**config.mk**
```make
export PLATFORM = sky130hd
export DESIGN_NAME = pcs100_rx
export DESIGN_NICKNAME = d
export VERILOG_FILES = /design/src/rtl/pcs100_rx_pkg.sv /design/src/rtl/pcs100_rx_deser.sv /design/src/rtl/pcs100_rx_decode.sv /design/src/rtl/pcs100_rx_status.sv /design/src/rtl/pcs100_rx.sv
export SDC_FILE = /design/constraint.sdc
export NUM_CORES = 1
export LEC_CHECK = 0
export BUFFER_PORTS_ARGS = -buffer_cell sky130_fd_sc_hd__buf_2
export CORE_MARGIN = 4
export CORE_UTILIZATION = 40
export DETAILED_ROUTE_END_ITERATION = 8
export GPL_TIMING_DRIVEN = 0
export PLACE_DENSITY = 0.65
export SLEW_MARGIN = 10
export SYNTH_ARGS = -nofsm -noshare
export SYNTH_HDL_FRONTEND = slang
export SYNTH_SLANG_ARGS = --single-unit
```
**constraint.sdc**
```tcl
create_clock -name clk_i -period 2.8 [get_ports clk_i]
set_input_delay 0.84 -clock clk_i [delete_from_list [all_inputs] [get_ports clk_i]]
set_output_delay 0.84 -clock clk_i [all_outputs]
set_load 0.005 [all_outputs]
```
**src/rtl/pcs100_rx_pkg.sv**
```systemverilog
package pcs100_rx_pkg;
  localparam int SYM_W = 5;
  localparam int NIB_W = 4;
  localparam int WIN_W = 2 * SYM_W;

  localparam logic [SYM_W-1:0] C_SSD1 = 5'b11000;
  localparam logic [SYM_W-1:0] C_SSD2 = 5'b10001;
  localparam logic [SYM_W-1:0] C_ESD1 = 5'b01101;
  localparam logic [SYM_W-1:0] C_ESD2 = 5'b00111;
  localparam logic [SYM_W-1:0] C_IDLE = 5'b11111;
  localparam logic [WIN_W-1:0] C_SSD  = {C_SSD1, C_SSD2};

  localparam logic [NIB_W-1:0] PRE_NIB = 4'b0101;
  localparam logic [NIB_W-1:0] FC_NIB  = 4'b1110;

  typedef enum logic [2:0] {
    SYM_DATA, SYM_BAD, SYM_ESD1, SYM_ESD2, SYM_IDLE
  } sym_kind_e;

  typedef enum logic [2:0] {
    ST_HUNT, ST_ARM, ST_RECV, ST_ENDR, ST_DRAIN, ST_FALSE
  } rx_state_e;
endpackage

```
**src/rtl/pcs100_rx_deser.sv**
```systemverilog
module pcs100_rx_deser #(
  parameter int WIN_W = 10
) (
  input  logic             clk_i,
  input  logic             rst_ni,
  input  logic             bit_i,
  output logic [WIN_W-1:0] win_o
);
  logic [WIN_W-2:0] sh_q;

  // newest bit at LSB, so the oldest bit of a group sits at its MSB
  assign win_o = {sh_q, bit_i};

  always_ff @(posedge clk_i or negedge rst_ni) begin
    if (!rst_ni) sh_q <= '1;
    else         sh_q <= win_o[WIN_W-2:0];
  end
endmodule

```
**src/rtl/pcs100_rx_decode.sv**
```systemverilog
module pcs100_rx_decode
  import pcs100_rx_pkg::*;
(
  input  logic [SYM_W-1:0] code_i,
  output logic [NIB_W-1:0] nib_o,
  output sym_kind_e        kind_o
);
  always_comb begin
    nib_o  = '0;
    kind_o = SYM_DATA;
    unique case (code_i)
      5'b11110: nib_o = 4'h0;
      5'b01001: nib_o = 4'h1;
      5'b10100: nib_o = 4'h2;
      5'b10101: nib_o = 4'h3;
      5'b01010: nib_o = 4'h4;
      5'b01011: nib_o = 4'h5;
      5'b01110: nib_o = 4'h6;
      5'b01111: nib_o = 4'h7;
      5'b10010: nib_o = 4'h8;
      5'b10011: nib_o = 4'h9;
      5'b10110: nib_o = 4'hA;
      5'b10111: nib_o = 4'hB;
      5'b11010: nib_o = 4'hC;
      5'b11011: nib_o = 4'hD;
      5'b11100: nib_o = 4'hE;
      5'b11101: nib_o = 4'hF;
      C_ESD1:   kind_o = SYM_ESD1;
      C_ESD2:   kind_o = SYM_ESD2;
      C_IDLE:   kind_o = SYM_IDLE;
      default:  kind_o = SYM_BAD;
    endcase
  end
endmodule

```
**src/rtl/pcs100_rx_status.sv**
```systemverilog
module pcs100_rx_status (
  input  logic clk_i,
  input  logic rst_ni,
  input  logic set_i,
  input  logic rd_i,
  output logic flag_o
);
  always_ff @(posedge clk_i or negedge rst_ni) begin
    if (!rst_ni)    flag_o <= 1'b0;
    else if (set_i) flag_o <= 1'b1;  // set wins over a coincident read
    else if (rd_i)  flag_o <= 1'b0;
  end
endmodule

```
**src/rtl/pcs100_rx.sv**
```systemverilog
module pcs100_rx
  import pcs100_rx_pkg::*;
#(
  parameter int IDLE_RUN = 10
) (
  input  logic             clk_i,
  input  logic             rst_ni,
  input  logic             rx_bit_i,
  input  logic             stat_rd_i,
  output logic [NIB_W-1:0] rxd_o,
  output logic             rx_dv_o,
  output logic             rx_er_o,
  output logic             crs_o,
  output logic             nib_stb_o,
  output logic             prem_end_o
);
  localparam int CNT_W   = $clog2(WIN_W);
  localparam int ARM_LEN = WIN_W - 3;  // bits after the first zero
  localparam int ONES_W  = $clog2(IDLE_RUN + 1);
  localparam logic [CNT_W-1:0]  ARM_LAST = CNT_W'(ARM_LEN - 1);
  localparam logic [CNT_W-1:0]  SYM_LAST = CNT_W'(SYM_W - 1);
  localparam logic [ONES_W-1:0] RUN_LAST = ONES_W'(IDLE_RUN - 1);

  logic [WIN_W-1:0] win;
  logic [NIB_W-1:0] dec_nib;
  sym_kind_e        dec_kind;

  rx_state_e         state_q;
  logic [CNT_W-1:0]  cnt_q;
  logic [ONES_W-1:0] ones_q;
  logic              seen1_q, car_q;
  logic [NIB_W-1:0]  hold_nib_q;
  logic              hold_er_q;
  logic              prem_set;
  logic              car_now, sym_end;

  pcs100_rx_deser #(.WIN_W(WIN_W)) u_deser (
    .clk_i(clk_i), .rst_ni(rst_ni), .bit_i(rx_bit_i), .win_o(win)
  );

  pcs100_rx_decode u_dec (
    .code_i(win[SYM_W-1:0]), .nib_o(dec_nib), .kind_o(dec_kind)
  );

  pcs100_rx_status u_stat (
    .clk_i(clk_i), .rst_ni(rst_ni), .set_i(prem_set), .rd_i(stat_rd_i),
    .flag_o(prem_end_o)
  );

  assign car_now  = car_q | (!rx_bit_i & seen1_q);
  assign sym_end  = (cnt_q == SYM_LAST);
  assign prem_set = (state_q == ST_RECV) && sym_end && (dec_kind == SYM_IDLE);

  always_ff @(posedge clk_i or negedge rst_ni) begin
    if (!rst_ni) begin
      state_q    <= ST_HUNT;
      cnt_q      <= '0;
      ones_q     <= '0;
      seen1_q    <= 1'b0;
      car_q      <= 1'b0;
      hold_nib_q <= '0;
      hold_er_q  <= 1'b0;
      rxd_o      <= '0;
      rx_dv_o    <= 1'b0;
      rx_er_o    <= 1'b0;
      crs_o      <= 1'b0;
      nib_stb_o  <= 1'b0;
    end else begin
      nib_stb_o <= 1'b0;
      unique case (state_q)
        ST_HUNT: begin
          if (!rx_bit_i) begin
            state_q <= ST_ARM;
            cnt_q   <= '0;
            seen1_q <= 1'b0;
            car_q   <= 1'b0;
          end
        end
        ST_ARM: begin
          cnt_q <= cnt_q + 1'b1;
          if (rx_bit_i) seen1_q <= 1'b1;
          if (car_now) begin
            car_q <= 1'b1;
            crs_o <= 1'b1;
          end
          if (cnt_q == ARM_LAST) begin
            if (!car_now) begin
              state_q <= ST_HUNT;
            end else if (win == C_SSD) begin
              state_q    <= ST_RECV;
              cnt_q      <= '0;
              rxd_o      <= PRE_NIB;
              rx_dv_o    <= 1'b1;
              rx_er_o    <= 1'b0;
              nib_stb_o  <= 1'b1;
              hold_nib_q <= PRE_NIB;  // second preamble nibble
              hold_er_q  <= 1'b0;
            end else begin
              state_q   <= ST_FALSE;
              ones_q    <= '0;
              rxd_o     <= FC_NIB;
              rx_dv_o   <= 1'b0;
              rx_er_o   <= 1'b1;
              nib_stb_o <= 1'b1;
            end
          end
        end
        ST_RECV: begin
          cnt_q <= sym_end ? '0 : cnt_q + 1'b1;
          if (sym_end) begin
            rxd_o     <= hold_nib_q;
            rx_dv_o   <= 1'b1;
            nib_stb_o <= 1'b1;
            rx_er_o   <= hold_er_q;
            unique case (dec_kind)
              SYM_ESD1: state_q <= ST_ENDR;
              SYM_IDLE: begin
                rx_er_o <= 1'b1;
                state_q <= ST_DRAIN;
              end
              SYM_DATA: begin
                hold_nib_q <= dec_nib;
                hold_er_q  <= 1'b0;
              end
              default: begin
                hold_nib_q <= '0;
                hold_er_q  <= 1'b1;
              end
            endcase
          end
        end
        ST_ENDR: begin
          cnt_q <= sym_end ? '0 : cnt_q + 1'b1;
          if (sym_end) begin
            rxd_o     <= '0;
            rx_dv_o   <= 1'b0;
            crs_o     <= 1'b0;
            nib_stb_o <= 1'b1;
            if (dec_kind == SYM_ESD2) begin
              rx_er_o <= 1'b0;
              state_q <= ST_HUNT;
            end else begin
              rx_er_o <= 1'b1;
              state_q <= ST_DRAIN;
            end
          end
        end
        ST_DRAIN: begin
          cnt_q <= sym_end ? '0 : cnt_q + 1'b1;
          if (sym_end) begin
            rxd_o     <= '0;
            rx_dv_o   <= 1'b0;
            rx_er_o   <= 1'b0;
            crs_o     <= 1'b0;
            nib_stb_o <= 1'b1;
            state_q   <= ST_HUNT;
          end
        end
        ST_FALSE: begin
          if (!rx_bit_i) begin
            ones_q <= '0;
          end else if (ones_q == RUN_LAST) begin
            rxd_o     <= '0;
            rx_er_o   <= 1'b0;
            crs_o     <= 1'b0;
            nib_stb_o <= 1'b1;
            state_q   <= ST_HUNT;
          end else begin
            ones_q <= ones_q + 1'b1;
          end
        end
        default: state_q <= ST_HUNT;
      endcase
    end
  end
endmodule

```
==> impl_metrics.toml <==
[grt]
overflow = 0
grt_max_degree = 37
grt_pass1_vias = 1483
grt_usage_pct = 14.88
grt_pass1_wl_um = 7079
antenna_found_initial = 0

[finish]
fin_util_pct = 46.89
fin_nets = 229
fillers = 455
syn_to_final_growth_pct = 12.81
instances_no_fill = 288
drive_gt1_share_pct = 19.91
n_antenna_cell = 0

[drt]
vias_per_cell = 5.170
routed_wirelength_um = 3947
drt_iter0_markers = 96
vias = 1489
drc = 0
ant_nets = 0
dr.pass1.iters = 4
wl_per_cell_um = 13.70

[critical_path]
cp-start-kind = "primary input"
endpoint_kind = "flip-flop"
critPathKind = "primary input to flip-flop"
critPathMaxFanout = 10
cp.required_ns = 2.98
cp.arrival_ns = 2.61

[logic_synthesis]
syn_area_per_cell_sq_um = 9.767
syn-cell-area_sq_mm = 0.001963
ys.warnings.count = 0
synthDistinctLibCells = 55
yosys_register_bits = 36
syn_inst = 201
async_reset_ff_share_pct = 100.0
synth_ff_type = "dfrtp_1"
synth_nets = 210
ys_seq_area_share_pct = 46.46
synth_edf_count = 0

[clock_network]
clkSinkCount = 36
clk_path_buf_depth = 2
clkSlewWorstSetupHoldPaths_ns = 0.07
cts_tree = "yes"
insertion_delay_ns = 0.29
ctsHtreeMaxLevel = 2
cts_root_buf = "clkbuf_8"
cts_setup_buffers = 0
cts_resized = 0
holdBufCountCts = 0
cts_inserted_buffers = 5

[place]
place_congestion = 0.8635
dp_hpwl_um = 2828
port-buffer-count = 12
dp.cells = 280
dp_slack_ns = 0.1046

[power_and_ir_drop]
leakage_nw = 1.014
powerDensity_mw_per_mm2 = 802.1
ir_drop_mv = 0.3836

[sta]
finalHoldViolCount = 0
grt_setup_unrepaired = "no"
worst_clock_skew_ns = 0.003104
drv_slew = 0
setup_slack_ns = 0.3714
max_freq_mhz = 411.8
min_period_ns = 2.429
post-route-period-util_pct = 86.73
worst_pin_slew_ns = 0.7889
setup_viol = 0
whs_ns = 0.3647
slew_headroom_pct = 47.41
finalSetupTns_ns = 0

[floorplan]
die_w_um = 78.06
coreArea_sq_mm = 0.004723
die-area_sq_mm = 0.006093
initial_utilization_pct = 41.56
fp.dieH_um = 78.06
num_rows = 25
io-pin-count = 13

[run]
max_cap_violations = 0

[min_path]
hold_class = "flip-flop to flip-flop"

[run_status]
status = "finished clean"
-- metrics by stage --
| stage | power (W) | cell area (sq um) |
|---|---|---|
| 6_report | 0.001776 | 2215 |
| 2_1_floorplan | 0.001168 | 1963 |
| 5_1_grt | 0.001930 | 2215 |
| 3_5_place_dp | 0.001336 | 2107 |
| 4_1_cts | 0.001797 | 2215 |
| 3_3_place_gp | 0.001329 | 2107 |
-- logic make-up (layout without fill, tap and decap cells) --
group | after synthesis | after routing | synth area share (%)
AND/OR/NAND/NOR | 71 | 71 | 19.95
AO/OA/AOI/OAI | 54 | 54 | 18.55
flip-flops | 36 | 36 | 46.46
buffers and inverters | 21 | 41 | 4.588
multiplexers | 9 | 9 | 5.035
adder cells (fa/ha/maj) | 5 | 5 | 3.187
XOR/XNOR | 5 | 5 | 2.231
-- state kept, by name, summed over array words and instances (netlist names) --
register,count
u_deser.sh_q,9
cnt_q,4
hold_nib_q,4
ones_q,4
rxd_o,4
state_q,3
car_q,1
crs_o,1
hold_er_q,1
nib_stb_o,1
rx_dv_o,1
rx_er_o,1
seen1_q,1
u_stat.flag_o,1
-- cells in the final DEF, fill, tap and decap left out, types with 4 or more instances in the layout --
| master | count |
|---|---|
| inv_1 | 12 |
| dfrtp_1 | 27 |
| mux2i_1 | 5 |
| a21oi_1 | 15 |
| nor2_1 | 14 |
| clkbuf_1 | 5 |
| dfstp_2 | 9 |
| nand2_1 | 20 |
| o2bb2ai_1 | 4 |
| clkbuf_8 | 5 |
| o21ai_0 | 9 |
| nand2b_1 | 4 |
| ha_1 | 5 |
| nand3_1 | 8 |
| buf_2 | 15 |
-- cell type report --
cell class / count / area, sq um / area share, %
clock inverters: 2 / 35.03 / 1.582
inverters: 12 / 45.04 / 2.034
plain buffers: 9 / 45.04 / 2.034
well taps: 67 / 83.83 / 3.785
clock buffers: 6 / 72.57 / 3.277
flip-flops and latches: 36 / 912.1 / 41.19
repair buffers: 12 / 60.06 / 2.712
multi-input cells: 144 / 960.9 / 43.39
-- worst max-delay path, stage by stage --
cell,delay [ns]
buf_2,0.09
clkbuf_1,0.37
nand3_1,0.17
o311ai_0,0.49
nand2_1,0.17
nor2_1,0.14
mux2_2,0.34
-- layer usage --
layer / global-route usage (%) / up-vias / share of wire [%]
li1: - / 753 / -
met1: 20.18 / 711 / 50
met2: 22.86 / 19 / 45
met3: 3.096 / 6 / 3.1
met4: 6.818 / 0 / 1.4
met5: 0 / - / 0
-- power breakdown --
group | switching [W] | internal [W] | total (W)
clock network | 0.000185 | 0.000264 | 0.000449
logic | 0.000346 | 0.000261 | 0.000607
registers | 0.0000872 | 0.000633 | 0.000720
-- final timing paths --
check | from | end | slack [ns] | depth (start not counted)
max in group asynchronous | rst_ni | hold_er_q | 1.67 | 1
hold / removal | u_deser.sh_q[5] | u_deser.sh_q[6] | 0.36 | 0
setup reg to reg | u_deser.sh_q[2] | state_q[0] | 0.55 | 6
hold reg to reg | u_deser.sh_q[5] | u_deser.sh_q[6] | 0.36 | 0
setup / recovery | rx_bit_i | state_q[0] | 0.37 | 7
min in group asynchronous | rst_ni | cnt_q[2] | 0.63 | 1
-- Yosys cell counts, types with 4 or more instances --
cell,instances,area [sq um]
a21oi_1,15,75.07
clkbuf_1,4,15.01
dfrtp_1,27,675.7
dfstp_2,9,236.5
ha_1,5,62.56
inv_1,12,45.04
mux2i_1,5,50.05
nand2_1,20,75.07
nand2b_1,4,25.02
nand3_1,8,40.04
nor2_1,14,52.55
o21ai_0,9,45.04
o2bb2ai_1,4,35.03
(Power assumes the default switching activity.)
